**src/rtl/oneshot_pkg.sv**
```systemverilog
package oneshot_pkg;

    // Reset levels of the synchronized inputs (the non-triggering levels)
    localparam logic TRIG_N_IDLE = 1'b1;
    localparam logic TRIG_P_IDLE = 1'b0;
    localparam logic CLEAR_IDLE  = 1'b1;

    typedef struct packed {
        logic neg_prev;
        logic pos_prev;
        logic clr_prev;
        logic armed;
    } trig_state_t;

endpackage

```
**src/rtl/oneshot_sync.sv**
```systemverilog
module oneshot_sync #(
    parameter int             W       = 3,
    parameter int             STAGES  = 2,
    parameter logic [W-1:0]   RST_VAL = '0
) (
    input  logic         clk,
    input  logic         rst_n,
    input  logic [W-1:0] din,
    output logic [W-1:0] dout
);

    logic [W-1:0] stage_d [STAGES];
    logic [W-1:0] stage_q [STAGES];

    always_comb begin
        stage_d[0] = din;
        for (int i = 1; i < STAGES; i++) begin
            stage_d[i] = stage_q[i-1];
        end
    end

    always_ff @(posedge clk or negedge rst_n) begin
        if (!rst_n) begin
            for (int i = 0; i < STAGES; i++) stage_q[i] <= RST_VAL;
        end else begin
            for (int i = 0; i < STAGES; i++) stage_q[i] <= stage_d[i];
        end
    end

    assign dout = stage_q[STAGES-1];

endmodule

```
**src/rtl/oneshot_trig.sv**
```systemverilog
module oneshot_trig
    import oneshot_pkg::*;
(
    input  logic clk,
    input  logic rst_n,
    input  logic neg_s,
    input  logic pos_s,
    input  logic clr_s,
    input  logic busy,
    output logic start
);

    trig_state_t st_d, st_q;
    logic neg_fall, pos_rise, clr_rise;
    logic fire_neg, fire_pos, fire_clr;

    always_comb begin
        neg_fall = st_q.neg_prev & ~neg_s;
        pos_rise = ~st_q.pos_prev & pos_s;
        clr_rise = ~st_q.clr_prev & clr_s;

        fire_neg = neg_fall & pos_s  & clr_s & ~busy;
        fire_pos = pos_rise & ~neg_s & clr_s & ~busy;
        fire_clr = clr_rise & ~neg_s & pos_s & st_q.armed & ~busy;
        start    = fire_neg | fire_pos | fire_clr;

        st_d          = st_q;
        st_d.neg_prev = neg_s;
        st_d.pos_prev = pos_s;
        st_d.clr_prev = clr_s;
        if (neg_s || !pos_s) st_d.armed = 1'b1;
        if (start)           st_d.armed = 1'b0;
    end

    always_ff @(posedge clk or negedge rst_n) begin
        if (!rst_n) begin
            st_q <= '{neg_prev: TRIG_N_IDLE, pos_prev: TRIG_P_IDLE,
                      clr_prev: CLEAR_IDLE,  armed: 1'b1};
        end else begin
            st_q <= st_d;
        end
    end


    start_qualified_chk: assert property (@(posedge clk) disable iff (!rst_n)
        start |-> (clr_s && !neg_s && pos_s));


    arm_consumed_chk: assert property (@(posedge clk) disable iff (!rst_n)
        start |=> !st_q.armed);

endmodule

```
**src/rtl/oneshot_timer.sv**
```systemverilog
module oneshot_timer #(
    parameter int CNT_W = 16
) (
    input  logic             clk,
    input  logic             rst_n,
    input  logic             start,
    input  logic             clr_ok,
    input  logic [CNT_W-1:0] width,
    output logic             busy
);

    typedef struct packed {
        logic             busy;
        logic [CNT_W-1:0] cnt;
    } tmr_state_t;

    tmr_state_t tm_d, tm_q;

    always_comb begin
        tm_d = tm_q;
        if (!clr_ok) begin
            tm_d.busy = 1'b0;
            tm_d.cnt  = '0;
        end else if (start) begin
            tm_d.busy = 1'b1;
            tm_d.cnt  = (width == '0) ? '0 : width - CNT_W'(1);
        end else if (tm_q.busy) begin
            if (tm_q.cnt == '0) tm_d.busy = 1'b0;
            else                tm_d.cnt  = tm_q.cnt - CNT_W'(1);
        end
    end

    always_ff @(posedge clk or negedge rst_n) begin
        if (!rst_n) tm_q <= '0;
        else        tm_q <= tm_d;
    end

    assign busy = tm_q.busy;


    no_retrigger_chk: assert property (@(posedge clk) disable iff (!rst_n)
        tm_q.busy |-> !start);


    pulse_min_len_chk: assert property (@(posedge clk) disable iff (!rst_n)
        (start && clr_ok) |=> busy);

endmodule

```
**src/rtl/oneshot_pulser.sv**
```systemverilog
module oneshot_pulser
    import oneshot_pkg::*;
#(
    parameter int CNT_W       = 16,
    parameter int SYNC_STAGES = 2
) (
    input  logic             clk,
    input  logic             rst_n,
    input  logic             trig_n,
    input  logic             trig_p,
    input  logic             clear_n,
    input  logic [CNT_W-1:0] width,
    output logic             pulse,
    output logic             pulse_n
);

    localparam int          N_IN     = 3;
    localparam logic [2:0]  SYNC_RST = {CLEAR_IDLE, TRIG_P_IDLE, TRIG_N_IDLE};

    logic [N_IN-1:0] raw_in, sync_out;
    logic neg_s, pos_s, clr_s, start, busy;

    assign raw_in = {clear_n, trig_p, trig_n};

    oneshot_sync #(.W(N_IN), .STAGES(SYNC_STAGES), .RST_VAL(SYNC_RST)) i_sync (
        .clk  (clk),
        .rst_n(rst_n),
        .din  (raw_in),
        .dout (sync_out)
    );

    assign neg_s = sync_out[0];
    assign pos_s = sync_out[1];
    assign clr_s = sync_out[2];

    oneshot_trig i_trig (
        .clk  (clk),
        .rst_n(rst_n),
        .neg_s(neg_s),
        .pos_s(pos_s),
        .clr_s(clr_s),
        .busy (busy),
        .start(start)
    );

    oneshot_timer #(.CNT_W(CNT_W)) i_timer (
        .clk   (clk),
        .rst_n (rst_n),
        .start (start),
        .clr_ok(clr_s),
        .width (width),
        .busy  (busy)
    );

    assign pulse   = busy;
    assign pulse_n = ~busy;


    clear_hold_chk: assert property (@(posedge clk) disable iff (!rst_n)
        !clr_s |=> !pulse);

endmodule

```
**config.mk**
```make
export PLATFORM = sky130hd
export DESIGN_NAME = oneshot_pulser
export DESIGN_NICKNAME = d
export VERILOG_FILES = /design/src/rtl/oneshot_pkg.sv /design/src/rtl/oneshot_sync.sv /design/src/rtl/oneshot_trig.sv /design/src/rtl/oneshot_timer.sv /design/src/rtl/oneshot_pulser.sv
export SDC_FILE = /design/constraint.sdc
export NUM_CORES = 1
export LEC_CHECK = 0
export BUFFER_PORTS_ARGS = -buffer_cell sky130_fd_sc_hd__buf_2
export CAP_MARGIN = 25
export CELL_PAD_IN_SITES_DETAIL_PLACEMENT = 1
export CELL_PAD_IN_SITES_GLOBAL_PLACEMENT = 1
export CORE_ASPECT_RATIO = 0.6
export CORE_MARGIN = 3
export CORE_UTILIZATION = 43
export DETAILED_ROUTE_END_ITERATION = 8
export PLACE_DENSITY_LB_ADDON = 0.05
export SLEW_MARGIN = 25
export SYNTH_ARGS = -nofsm -noshare
export SYNTH_HDL_FRONTEND = slang
export SYNTH_SLANG_ARGS = --single-unit
```
**constraint.sdc**
```tcl
create_clock -name clk -period 2.8 [get_ports clk]
set_clock_uncertainty 0.05 [all_clocks]
set_input_delay 0.28 -clock clk [delete_from_list [all_inputs] [get_ports clk]]
set_output_delay 0.28 -clock clk [all_outputs]
set_load 0.01 [all_outputs]
```
Word-level counts from Yosys, hierarchy flattened --
Cells that the tools add are included.
Cells by class: bitwise operators 19, mux-type cells 8, reductions and logical operators 6, equality and inequality tests 2, add/sub/neg operators 2
Operator list (count):
- $mux 17 | 3
- $logic_not 16->1 | 2
- $mux 16 | 2
- $sub 16x1->16 const B | 2
- $and 1x1->1 | 13
- $not 1->1 | 4
- $mux 1 | 3
- $ne 3x1->1 const B | 1
- $ne 3x2->1 const B | 1
- $or 1x1->1 | 2
- $reduce_and 2->1 | 1
- $reduce_bool 2->1 | 1
- $logic_not 1->1 | 1
- $logic_or 1x1->1 | 1
Word-level totals: output and inout bits 2, input bits 21, register bits 27, logic and storage cells 45

Longest topological paths before layout --
Gate-level depths: netlist (run 1).
depth in word-level cells 9, gate-level depth with buffers 9, depth with buffers taken out 7

Cells and area by module --
Synthesis (run 1) repeated with hierarchy kept, for this count alone.
Second synthesis, totals: cell total of the unflattened synthesis 191, area total of the unflattened synthesis 1739.2 um^2
By module, submodules not included:
- oneshot_timer | cells each 172, instances 1, area an instance 1421.4 um^2, sequential area each 425.4 um^2
- oneshot_trig | cells each 12, instances 1, area an instance 158.9 um^2, sequential area each 103.8 um^2
- oneshot_sync | cells each 6, instances 1, area an instance 155.1 um^2, sequential area each 155.1 um^2
- oneshot_pulser | cells each 1, instances 1, area an instance 3.8 um^2, sequential area each 0.0 um^2

Least setup slack after synthesis (run 1) --
Ideal clock, no wire load.
path type register to register, start point reg i_timer.tm_q[0] (netlist name), end point reg i_timer.tm_q[7] (netlist name), required time 2.624 ns, buffers on the path 1, setup slack 0.576 ns, clock period less this slack 2.224 ns, arrival time 2.048 ns, stages on the path, launching flop included 9, library setup time 0.126 ns, path through dfrtp_1 > inv_1 > ha_1 > or4b_4 > nor4bb_1 > buf_4 > nor2_4 > a21o_1 > a221o_1
Between the ends: word-level cells in the longest chain between the ends 5, elaborated cells between the ends (all ways) 8, classes of those cells 1 x add/sub; 1 x eq/ne; 4 x mux; 2 x reduce/logical
RTL lines:
- start: declaration | RTL line oneshot_timer.sv:17 | tmr_state_t tm_d, tm_q;
- start signal: assignment | RTL line oneshot_timer.sv:35 | else tm_q <= tm_d;
- $sub 16x1->16 | RTL line oneshot_timer.sv:29 | else tm_d.cnt = tm_q.cnt - CNT_W'(1);
- $mux 16 | RTL line oneshot_timer.sv:28 | if (tm_q.cnt == '0) tm_d.busy = 1'b0;
- $mux 17 | RTL line oneshot_timer.sv:27 | end else if (tm_q.busy) begin
- $mux 17 | RTL line oneshot_timer.sv:24 | end else if (start) begin
- $mux 17 | RTL line oneshot_timer.sv:21 | if (!clr_ok) begin
Several ways; a longest one is shown, not always the timed one. The select of a mux whose other input is x is not followed. A chain may end at the register's enable or synchronous reset.

Worst setup path after layout (run 1) --
Same ends and word-level chain as after synthesis.

==> flow_results.org, run 1 <==
** Synth
- The cell area that synthesis handed to floorplanning was 1650 sq um.
- For this run, the number of Yosys warnings is 0.
- In this run the mean area of a mapped cell was 9.44 sq um.
- Proportion of register bits with asynchronous set or reset after synthesis :: 1.00
- Synthesis produced 175 cells.
- Cell variety after synth :: 51
- The synthesized design contains 0 enable-type register cells.
- Syn nets :: about 200
- Most common flop cell mapped by yosys :: dfrtp_1
- For this run, the register share of the synthesized area comes to 0.414.
- Number of synthesized register bits :: 27

** Global route
- For this run the aggregate overflow at the end of global routing stands at 0.
- Largest net degree at the start of global routing :: 28
- GRT Overall Usage :: 0.230
- Number of global-route vias before repair :: about 1500
- The initial antenna violation count was 0.
- The first global-routing pass estimated 7.96 mm of wire.

** Cells and area
- Area growth, synth to finish :: 13.5%
- Fill cells :: 420
- Area taken by multi-input logic gates :: 898 sq um
- NumNets Final :: 225
- The repair_antennas step left the layout with diodes totalling 0.
- Cell area after layout :: about 1900 sq um
- Sequential Area :: about 700 sq um
- Of the cells placed in the final design, the portion with a size suffix greater than 1 is 0.239.

** Die
- Measured along the x axis, the die boundary spans 86.0 um.
- The die is about 54 um tall.
- Starting Density :: 0.477
- # IOs :: 23
- Core area :: 3460 sq um
- The initialized floorplan defines 16 standard-cell rows.
- Total die area :: 4650 sq um

** Timing
- Setup repair after global routing missed its margin :: false
- In the finished design, the share of the clock period the worst path needs comes to 0.903.
- For the final routed database, the setup TNS stands at 0 ns.
- Measured slew at the worst slew-check pin :: 0.704 ns
- Setup violation total in the final timing report :: 0
- The max-slew violation count was 0.
- The worst pin sits at a relative slew slack of 0.526.
- The count of endpoints failing hold in the final timing report was 0.
- Minimum period implied by the final worst setup slack :: 2.53 ns
- Post-route setup slack :: 0.273 ns
- Fmax :: 396 MHz

** Setup path
- Data required time of the worst path :: 2.92 ns
- Worst flop-to-flop path endpoint :: i_timer.tm_q[7]
- Measured in cells, the most critical reg-to-reg path has a length of 8.
- Crit Reg-Reg Startpoint :: i_timer.tm_q[0]
- Count of cell instances traversed by the critical path :: 8
- Critical Path Sink Type :: register
- Setup Crit Path Kind :: reg -> reg
- On the critical path, the stage with the largest delay is an instance of or4b_4.
- The number of buffers and inverters on the critical path is 2.
- Worst Path Arrival :: ~2.7 ns
- Biggest cell delay along the critical path :: 0.49 ns
- Startpoint Class :: register
- In this design, the largest share of critical-path delay is due to simple AND/OR/NAND/NOR gates.
- The critical path goes through inv_1 -> ha_1 -> or4b_4 -> nor4bb_1 -> buf_4 -> nor2_4 -> a21o_1 -> a221o_1.
- In this run the worst path has a maximum fanout of 10.
- The critical path ends at i_timer.tm_q[7].
- The most critical setup path has its startpoint at i_timer.tm_q[0].
- Register-to-register setup slack :: 0.27 ns

** Pwr
- For this design the static power due to leakage is just under 0.0008 uW.
- Of the total power, the share spent switching nets is 0.367.
- Of the total power, the clock network draws 0.224.
- Cell-internal power :: 668 uW
- In this run the power density over the cells is 563 nW/um^2.
- Of the total power, registers draw 0.451.
- Proportion of power drawn by combinational gates :: 0.324
- Summed over all nets, the switching power comes to 388 uW.
- Max rail drop VDD :: 246 uV

** Clock tree
- Post-CTS repair changed the size of 0 cells.
- TritonCTS clock tree :: yes
- Clock tree synthesis inserted a total of 3 buffers.
- In this run the deepest clock path goes through 2 buffers.
- H-tree levels :: 1
- The later pin in the worst-skew pair is clocked with a latency of 0.29 ns.
- Number of clock sinks :: 27
- Post-CTS setup-driven buffer insertion count :: 0
- Clock tree synthesis selected as its root buffer the cell clkbuf_8.
- CTS clock-pin slew for the worst setup and hold paths :: 0.10 ns

** Run status
- Result of the run :: complete, no violations

** Placed design
- After legalization and detailed placement, the total HPWL measured 3.76 mm.
- Buffers placed on the I/O ports in this run total 22.
- The congestion estimate from routability-driven global placement came to around 0.84.
- Summing all placed instances gives a cell area of approximately 1800 sq um.
- Pre-CTS setup slack :: approximately 0.31 ns

** Routing
- Number of routed nets with antenna violations :: 0
- Post-route DRC :: 0
- The routed layout has 1500 vias.
- Wire length per cell :: 19.3 um
- Routed vias/inst :: 6.10
- First drt pass iteration count :: 4
- After detailed routing, the total wire length is 4.75 mm.
- The detailed router finished its first iteration with 109 violations.

** Job
- Across the run, the number of max-cap violations was 0.

** Hold path
- Class of the tightest hold or removal check :: in -> reg
==> worst min path at each step <==
stage | start | to | cells past startpoint
floorplan | rst_n | i_sync.dout[1] | 0
finish | trig_n | i_sync.stage_d[0] | 1
global placement | rst_n | i_timer.tm_q[1] | 1
CTS | trig_n | i_sync.stage_d[0] | 1
detailed placement | rst_n | i_timer.tm_q[1] | 1
global route | trig_n | i_sync.stage_d[0] | 1
==> logic make-up after synthesis <==
logic type,after synthesis,synth area share
AOI/OAI and AO/OA,46,0.198
xor gates and xnor gates,12,0.0636
adders and majority gates,2,0.0151
buffers and inverters,16,0.0424
DFF,27,0.414
muxes,1,0.00606
and+or+nand+nor,71,0.261
==> layer usage <==
| layer | vias to the layer above | global-route usage | routed length, um |
|---|---|---|---|
| met5 | - | 0 | 0 |
| met1 | 748 | 0.317 | 2320 |
| met2 | 45 | 0.375 | 2090 |
| met4 | 0 | 0.0368 | 25 |
| met3 | 4 | 0.0566 | 312 |
| li1 | 703 | - | - |
==> flip-flops by register name, summed over array words and instances, names as in the netlist <==
signal and flops:
i_timer.busy 1, i_sync.dout 3, i_trig.st_q 4, i_timer.tm_q 16, i_sync.stage_d 3
==> per-stage QoR <==
| stage | utilization | power [uW] | std cells | hold WS, ns |
|---|---|---|---|---|
| 4_1_cts | 0.542 | 1050 | 246 | 0.0302 |
| 3_5_place_dp | 0.525 | 819 | 241 | 0.284 |
| 3_3_place_gp | 0.525 | 794 | 241 | 0.268 |
| 5_1_grt | 0.542 | 1110 | 246 | 0.0172 |
| 6_report | 0.542 | 1060 | 246 | 0.0275 |
| 2_1_floorplan | - | 698 | 175 | -0.0656 |
==> final cells by class <==
type                    instances  area share
multi-input cells             132       0.479
flip-flops and latches         27       0.365
repair buffers                 26      0.0761
well taps                      45      0.0300
inverters                      12      0.0240
clock buffers                   3      0.0220
clock inverters                 1     0.00400
==> cell usage after synthesis (2+ instances only) <==
cell type | n | area share
a21oi_1 | 6 | 0.018
o21ai_1 | 6 | 0.018
dfstp_2 | 7 | 0.11
a21o_1 | 2 | 0.0091
nor4_1 | 5 | 0.019
nor2b_1 | 3 | 0.011
or2_2 | 2 | 0.0076
nor4_2 | 3 | 0.023
nor2_1 | 14 | 0.032
o32a_1 | 2 | 0.012
o22ai_1 | 3 | 0.011
ha_1 | 2 | 0.015
or4_1 | 3 | 0.014
nor3_1 | 6 | 0.018
nor4bb_1 | 2 | 0.012
or3_1 | 5 | 0.019
xnor2_1 | 8 | 0.042
buf_4 | 2 | 0.0091
nand2_1 | 8 | 0.018
o211ai_1 | 4 | 0.018
xor2_1 | 4 | 0.021
o21ai_0 | 5 | 0.015
dfrtp_1 | 20 | 0.30
nand2b_1 | 4 | 0.015
nand3_1 | 4 | 0.012
o221ai_1 | 4 | 0.021
o21bai_1 | 2 | 0.0091
buf_2 | 2 | 0.0061
inv_1 | 12 | 0.027
a211oi_1 | 4 | 0.018
==> what timing repair did <==
action | CTS | global route
hold endpoints to repair | 20 | 0
setup endpoints to repair | 0 | 0
hold buffers | 1 | 0
==> layout by cell type, fill, tap and decap left out, drive strengths merged, types with 3 or more instances in the layout <==
cell,instances
buf,25
dfrtp,20
nor2,15
inv,12
o21ai,11
nand2,9
xnor2,8
nor4,8
dfstp,7
nor3,7
a21oi,6
or3,6
nand2b,4
xor2,4
o221ai,4
o211ai,4
nand3,4
a211oi,4
nor2b,3
or4,3
o22ai,3
clkbuf,3
or2,3
==> power groups by stage <==
stage,Clock (uW),Sequential (uW),Combinational [uW]
2_1_floorplan,0,468,230
4_1_cts,237,475,339
6_report,237,476,342
3_5_place_dp,0,482,336
5_1_grt,256,483,374
3_3_place_gp,0,479,315
Power figures use the tool's default switching activity.
==> inputs of run 2 (changes only) <==
--- a/config.mk
+++ b/config.mk
@@ -12,3 +12,3 @@
 export CORE_ASPECT_RATIO = 0.6
-export CORE_MARGIN = 3
+export CORE_MARGIN = 1.5
 export CORE_UTILIZATION = 43
==> constraint.sdc (replaced) <==
create_clock -name clk -period 2.8 [get_ports clk]
set_clock_uncertainty 0.05 [all_clocks]
set_input_delay 0.14 -clock clk [delete_from_list [all_inputs] [get_ports clk]]
set_output_delay 0.14 -clock clk [all_outputs]
set_load 0.01 [all_outputs]
==> run 2 against run 1 <==
Combinational power barely moved. First-iteration DRC count fell by 31%. Via count fell by 1.1%. Routed wire length fell by 2.5%. Critical path depth did not move. Cell count rose by 2.0%. Count of clock-buffer cells in the layout did not move. Design area rose by 1.6%. Critical path type unchanged. Global-route usage rose by 0.86 points. Clock power fell by 5%.
==> flow_results.org, run 2 (synthesis gave the netlist of run 1 again) <==
** Pwr
- Switching power summed over all nets :: 370 uW
- Cell-internal power :: 669 uW
- Share of power burned in the clock network :: 0.217
- Of the total power, the share spent switching nets is 0.356.
- Register share of total power :: 0.456
- Leakage :: 0.000794 uW
- Proportion of power drawn by combinational gates :: 0.326
- Total power density per cell area :: 545 nW/um^2
- VDD sags by at most 196 uV.

** Setup path
- The cell family contributing the most delay on the critical path is simple AND/OR/NAND/NOR gates.
- Cells along the critical path :: inv_1 -> ha_1 -> or4b_4 -> nor4bb_1 -> buf_4 -> nor2_4 -> a21o_1 -> a221o_1
- STA puts the critical path data arrival time at 2.65 ns.
- Biggest cell delay along the critical path :: 0.49 ns
- Data required time of the worst path :: 2.92 ns
- Critical Path Sink Type :: register
- Counting both buffers and inverters, the worst setup path holds a total of 2.
- For this design, the slowest cell found on the critical path is or4b_4.
- STA classifies the critical path startpoint as a register.
- Of all nets on the critical path, the largest fanout is 10.
- The setup path with the least slack is of type reg -> reg.

** Die
- The floorplan step defined a die boundary enclosing 4240 sq um.
- The initial utilization of the core area, before any placement, comes to 0.449.
- Die height :: 51.0 um
- Die Span X :: 83.0 um
- 23 I/O pins were placed.
- Core area :: roughly 3700 sq um
- FP Rows :: 17

** Cells and area
- Sequential Area :: between 600 and 700 sq um
- Commonest non-fill, non-tap cells in the layout :: buf_2, dfrtp_1, nor2_1, inv_1
- The number of antenna diodes in the final layout is 0.
- After routing the design area is between 1500 and 2000 sq um.
- Layout cell share with drive strength beyond 1 :: 0.235
- The largest registers in the layout are i_timer.tm_q x16, i_trig.st_q x4.
- The register with the most flip-flops in the layout has 16 of them.
- Counting the fill cells in the layout gives 439.
- Register with the most flip-flops :: i_timer.tm_q
- The library cell used most frequently in the layout, excluding fill and tap cells, is buf_2.
- Summing all multi-input logic gate instances after layout gives 898 sq um.
- Area growth, synth to finish :: 15.3%
- The final layout contains 228 nets.

** Clock tree
- Counting every sink on the clock net gives 27.
- Source-to-sink clock delay at the later pin of the worst-skew pair :: 0.27 ns
- H-tree levels :: 1
- TritonCTS built the clock tree.
- The cell sitting at the root of the clock tree is a clkbuf_8.
- Number of buffers created by CTS :: 3
- Post-CTS setup-driven buffer insertion count :: 0
- CTS clock-pin slew for the worst setup and hold paths :: 0.09 ns
- No sink is reached through more buffers than the 2 on the longest clock path.

** Timing
- Summed over all failing endpoints, the final setup total negative slack is 0 ns.
- Setup repair after global routing missed its margin :: false
- Fmax :: around 400 MHz
- For the pin with the worst max-slew slack, the measured transition is 0.743 ns.
- Number of failing hold endpoints at the final stage :: 0
- Max Transition Viols Final :: 0
- Normalized max-slew margin :: 0.500
- The worst path needs between 2 and 3 ns of the cycle, external delays included.
- Period utilisation layout :: 0.904
- Setup violation total in the final timing report :: 0

** Routing
- The first routing iteration left 75 violations.
- Wire length per cell :: 18.4 um
- In this run the remaining antenna-violating nets after routing total 0.
- The first detailed-routing pass ran for 4 iterations.
- Post-route DRC :: 0
- Sum of routed wire length over all layers :: roughly 4.6 mm
- Vias post-DR :: 1484
- After detailed routing, the number of vias per cell comes to 5.91.

** Global route
- Leftover overflow at the end of global routing :: 0
- In the global route stage, overall resource usage came out at 0.238.
- Entering global routing, the biggest net connects 28 pins.
- Global-route wire length before repair :: 7.86 mm
- Number of global-route vias before repair :: 1512
- The initial antenna violation count was 0.

** Hold path
- In this run the worst hold path is classified as in -> reg.

** Placed design
- Routability-driven placement finished with a final weighted congestion of 0.847.
- Port buffer count :: 22
- Final HPWL from detailed placement :: 3.55 mm
- Placed cell area :: about 1800 sq um

** Job
- Max-cap violations in this run came to 0.

** Run status
- Result of the run :: complete, no violations
[run 2: cell types whose count changed in the layout (fill, tap and decap cells not counted)]
cell and delta:
clkinvlp_4 -1, clkinv_2 +1, dlygate4sd3_1 +3
[run 2: timing repair]
action                                 in CTS  in global routing
endpoints found under the hold margin      23                  0
hold buffers                                4                  0
resized for setup                           0                  0
[run 2: area by class of cell]
class	instances	area share
Sequential cell	27	0.359
Clock inverter	1	0.00263
Clock buffer	3	0.0217
Inverter	12	0.0236
Timing Repair Buffer	29	0.0906
Multi-Input combinational cell	132	0.471
Tap cell	47	0.0309
[run 2: worst paths after layout]
check | start | endpoint | slack [ns] | cells past startpoint
worst min-delay path | width[0] | i_timer.tm_q[0] | 0.08 | 2
worst min register to register | i_sync.stage_d[2] | i_sync.dout[2] | 0.31 | 0
max in group asynchronous | rst_n | i_timer.tm_q[15] | 1.93 | 2
min in group asynchronous | rst_n | i_timer.tm_q[1] | 0.36 | 2
worst max register to register | i_timer.tm_q[0] | i_timer.tm_q[7] | 0.27 | 8
worst max-delay path | i_timer.tm_q[0] | i_timer.tm_q[7] | 0.27 | 8
[run 2: power groups by stage]
stage / sequential [uW] / combinational (uW) / clock, uW
6_report: 474 / 339 / 226
5_1_grt: 481 / 375 / 244
4_1_cts: 473 / 337 / 233
3_5_place_dp: 480 / 331 / 0
3_3_place_gp: 479 / 315 / 0
2_1_floorplan: 468 / 230 / 0
[run 2: stage by stage]
step	setup slack [ns]	std cells	utilization	hold slack, ns	power, uW
2_1_floorplan	0.576	175	-	-0.206	698
6_report	0.269	251	0.518	0.0826	1040
3_3_place_gp	0.416	243	0.494	0.125	794
5_1_grt	0.128	251	0.518	0.0994	1100
3_5_place_dp	0.314	243	0.494	0.145	811
4_1_cts	0.284	251	0.518	0.0915	1040
[run 2: worst register-to-register path, cell delays in order (launching register included)]
cell and delay (ns):
dfrtp_1 0.42, inv_1 0.07, ha_1 0.18, or4b_4 0.49, nor4bb_1 0.41, buf_4 0.23
nor2_4 0.07, a21o_1 0.18, a221o_1 0.34
[run 2: layer usage]
metal,part of all wire,vias to the layer above,GRT usage,routed length [um]
li1,-,703,-,-
met1,0.50,734,0.349,2300
met2,0.43,43,0.377,1970
met3,0.070,4,0.0436,324
met4,0.0058,0,0.0389,27
met5,0,-,0,0
==> inputs of run 3 (changes only) <==
Settings changed: ABC_AREA set to 1, BUFFER_PORTS_ARGS -buffer_cell sky130_fd_sc_hd__buf_2 to -buffer_cell sky130_fd_sc_hd__clkbuf_2, CORE_UTILIZATION 43 to 40.
==> run 3 against run 2 <==
Non-clock buffer count is 3 lower. Synthesized cell count is 73% higher. Sequential cell count stayed put. Routed wire length is 23% higher. Die area is 22% higher. First-iteration DRC count is 52% higher.
==> flow_results.org, run 3 <==
** Routing
- In this run the remaining antenna-violating nets after routing total 0.
- Dividing the detail-routed wire length by the instance count gives 14.6 um.
- Vias post-DR :: 1982
- After the first detailed-routing iteration, the DRC count stood at ~110.
- Sum of routed wire length over all layers :: 5.69 mm
- Using the TritonRoute via totals, the vias-per-cell ratio works out to 5.07.
- In the routed design, unresolved DRC markers number 0.
- First drt pass iteration count :: 4

** Clock tree
- The tree is rooted in a clkbuf_8.
- CTS built an H-tree with a depth of 1.
- TritonCTS clock tree :: yes
- Cells resized by post-CTS repair :: 0
- At the later pin of the worst-skew pair, clock insertion delay measures 0.28 ns.
- In this run, CTS created clock tree buffers numbering 3.
- For this design, the CTS-stage hold fixing added 4 buffers.
- The clock passes through at most 2 buffers.
- CTS clock-pin slew for the worst setup and hold paths :: approximately 0.1 ns
- The number of setup buffers added after CTS is 0.
- Number of clock sinks :: 27

** Setup path
- The kind of cell with the highest combined delay along the critical path is simple AND/OR/NAND/NOR gates.
- Worst flop-to-flop path endpoint :: i_timer.tm_q[11]
- Data on the critical path is required at its endpoint by around 3.0 ns.
- In this run the critical register-to-register path is launched from i_timer.busy.
- Across all register-to-register paths, the minimum setup slack is between 0.5 and 0.6 ns.
- Launch point of the critical path :: i_timer.busy
- Biggest cell delay along the critical path :: approximately 0.6 ns
- The number of cells on the worst reg-to-reg path is 7.
- Counting both buffers and inverters, the worst setup path holds a total of 1.
- Setup Crit Path Kind :: reg -> reg
- Startpoint Class :: register
- The critical path runs through a total of 7 cells.
- Critical Path End :: i_timer.tm_q[11]
- Worst Path Arrival :: 2.42 ns
- Slowest library cell on the worst path :: dfrtp_1
- Critical Path Sink Type :: register
- The critical path goes through nor2_1 -> nand2_1 -> nor2b_2 -> inv_2 -> a21oi_4 -> nand3_1 -> nand2_1.
- Among the stages of the critical path, the cell type that occurs most often is nand2_1.
- Along the worst path, the maximum fanout reaches 17.

** Pwr
- In this run the power density over the cells is 375 nW/um^2.
- Max rail drop VDD :: between 200 and 250 uV
- Total power for the finished layout comes to 807 uW.
- Leakage :: 0.00114 uW

** Timing
- Period utilisation layout :: 0.799
- Setup violations remaining at the end of the flow were counted as 0.
- Minimum period implied by the final worst setup slack :: 2.24 ns
- The worst pin sits at a relative slew slack of 0.546.
- Setup slack closes at 0.562 ns.
- Measured slew at the worst slew-check pin :: 0.681 ns
- After routing, the total negative slack on setup checks comes to 0 ns.
- Static timing analysis puts the maximum clock frequency at 447 MHz.
- The max-slew violation count was 0.
- The count of endpoints failing hold in the final timing report was 0.
- Setup repair after global routing missed its margin :: false

** Synth
- The synthesized netlist contains 25 unique library cells.
- The Yosys step of the flow raised 0 warnings.
- Most common flop cell mapped by yosys :: dfrtp_1
- Cells taking the most area after synthesis :: dfrtp_1, nand2_1, nand3_1
- Of all flip-flops after synthesis, the portion carrying an async set or reset was 1.00.
- Mean area per synthesized cell :: 6.29 sq um
- Of the synthesized area, sequential elements account for 0.360.
- Post-synth top area share :: 0.263
- Largest area contributor in the netlist :: dfrtp_1
- Most frequently used cell type in the post-synthesis netlist :: nand2_1
- Post-synth EDFFs :: 0
- Counting every instance in the synthesized netlist gives 302.
- Number of synthesized register bits :: 27
- The cell area that synthesis handed to floorplanning was 1900 sq um.
- Most instantiated cells after synthesis :: nand2_1, nor2_1, nand3_1, inv_1, dfrtp_1
- Counting every net in the synthesized netlist gives 325.

** Job
- Number of maximum-capacitance constraint violations :: 0

** Cells and area
- The register with the most flip-flops in the layout has 16 of them.
- The top cell types in the final layout, fill and taps aside, are nand2_1, nor2_1, nand3_1, inv_1, clkbuf_2.
- Area growth, synth to finish :: 13.2%
- The library cell used most frequently in the layout, excluding fill and tap cells, is nand2_1.
- Antenna cells :: 0
- Ranked by flip-flop count, first place goes to i_timer.tm_q.
- For this run, the share of the core covered by cells in the final layout is 0.471.
- The largest registers in the layout are i_timer.tm_q x16, i_trig.st_q x4.
- The finished layout holds 391 standard cells, fillers aside.
- In the final design database the tool counted 352 nets.
- Of the cells placed in the final design, the portion with a size suffix greater than 1 is 0.140.

** Run status
- The flow ran to the end, and the final reports show no timing, DRC or antenna violations.

** Placed design
- After detailed placement, the design holds a cell count of 383.
- Before CTS, the worst setup slack after placement is 0.578 ns.
- After legalization and detailed placement, the total HPWL measured 4.56 mm.
- Placer's final routability congestion estimate :: 0.831
- Port buffering added 22 buffers.

** Die
- For this configuration, the core starts out at a cell density of 0.416.
- The core region is 4560 sq um.
- The initialized floorplan defines 19 standard-cell rows.
- The die covers just over 5000 sq um.
- # IOs :: 23
- Die height :: 56.4 um
- Die Span X :: slightly above 90 um

** Global route
- Global-route wire length before repair :: roughly 10 mm
- The via count of the first global-routing pass is 2028.
- Leftover overflow at the end of global routing :: 0
- The initial antenna violation count was 0.
- Largest net degree at the start of global routing :: 28
- Across every metal layer, demand over resource in global routing totals 0.246.

** Hold path
- The worst hold path belongs to the class in -> reg.
## run 3: cell families (layout without fill, tap and decap cells)
group,Yosys count,count (layout),share of synthesized area
simple gates,197,197,0.429
fa+ha+maj,2,2,0.0132
compound gates,28,28,0.0810
xor+xnor,6,6,0.0276
flops,27,27,0.360
buf+inv,42,68,0.0895
## run 3: power by group
group	switching (uW)	leakage, uW	internal (uW)	total, uW
Clock	135	0.0000217	101	237
Combinational	103	0.000775	52.9	156
Sequential	10.1	0.000345	405	415
Total	248	0.00114	559	807
## run 3: worst min path at each step
stage	slack, ns	start	cells after the start	endpoint
after floorplan	-0.21	rst_n	0	i_sync.dout[1]
after global placement	0.15	rst_n	1	i_timer.tm_q[0]
after detailed placement	0.16	rst_n	1	i_timer.tm_q[1]
after CTS	0.13	width[0]	4	i_timer.tm_q[0]
after global routing	0.16	width[0]	4	i_timer.tm_q[0]
final	0.12	width[0]	4	i_timer.tm_q[0]
## run 3: worst register-to-register path, delay by kind of cell, from the launching register on
kind                   cells  cell delay, ns
AND/OR/NAND/NOR            5            0.86
buffers and inverters      1            0.21
flip-flops                 1            0.59
AO/OA/AOI/OAI              1            0.47
## run 3: per-stage QoR
step / instance area [sq um] / hold slack (ns)
after floorplan: 1900 / -0.206
after global placement: 2060 / 0.155
after detailed placement: 2060 / 0.159
after CTS: 2150 / 0.127
after global routing: 2150 / 0.162
final: 2150 / 0.116
## run 3: final cells by class
type | count | area [sq um]
clock buffers | 3 | 41.3
clock inverters | 1 | 7.51
fillers | 664 | 2410
inverters | 38 | 143
multi-input cells | 233 | 1050
flip-flops and latches | 27 | 684
well taps | 63 | 78.8
repair buffers | 26 | 150
## run 3: routing by layer
| metal | share of wire | up-vias | global-route usage |
|---|---|---|---|
| met5 | 0 | - | 0 |
| met4 | 0.0063 | 0 | 0.0330 |
| met3 | 0.045 | 4 | 0.0393 |
| met2 | 0.42 | 40 | 0.379 |
| met1 | 0.53 | 941 | 0.373 |
| li1 | - | 997 | - |
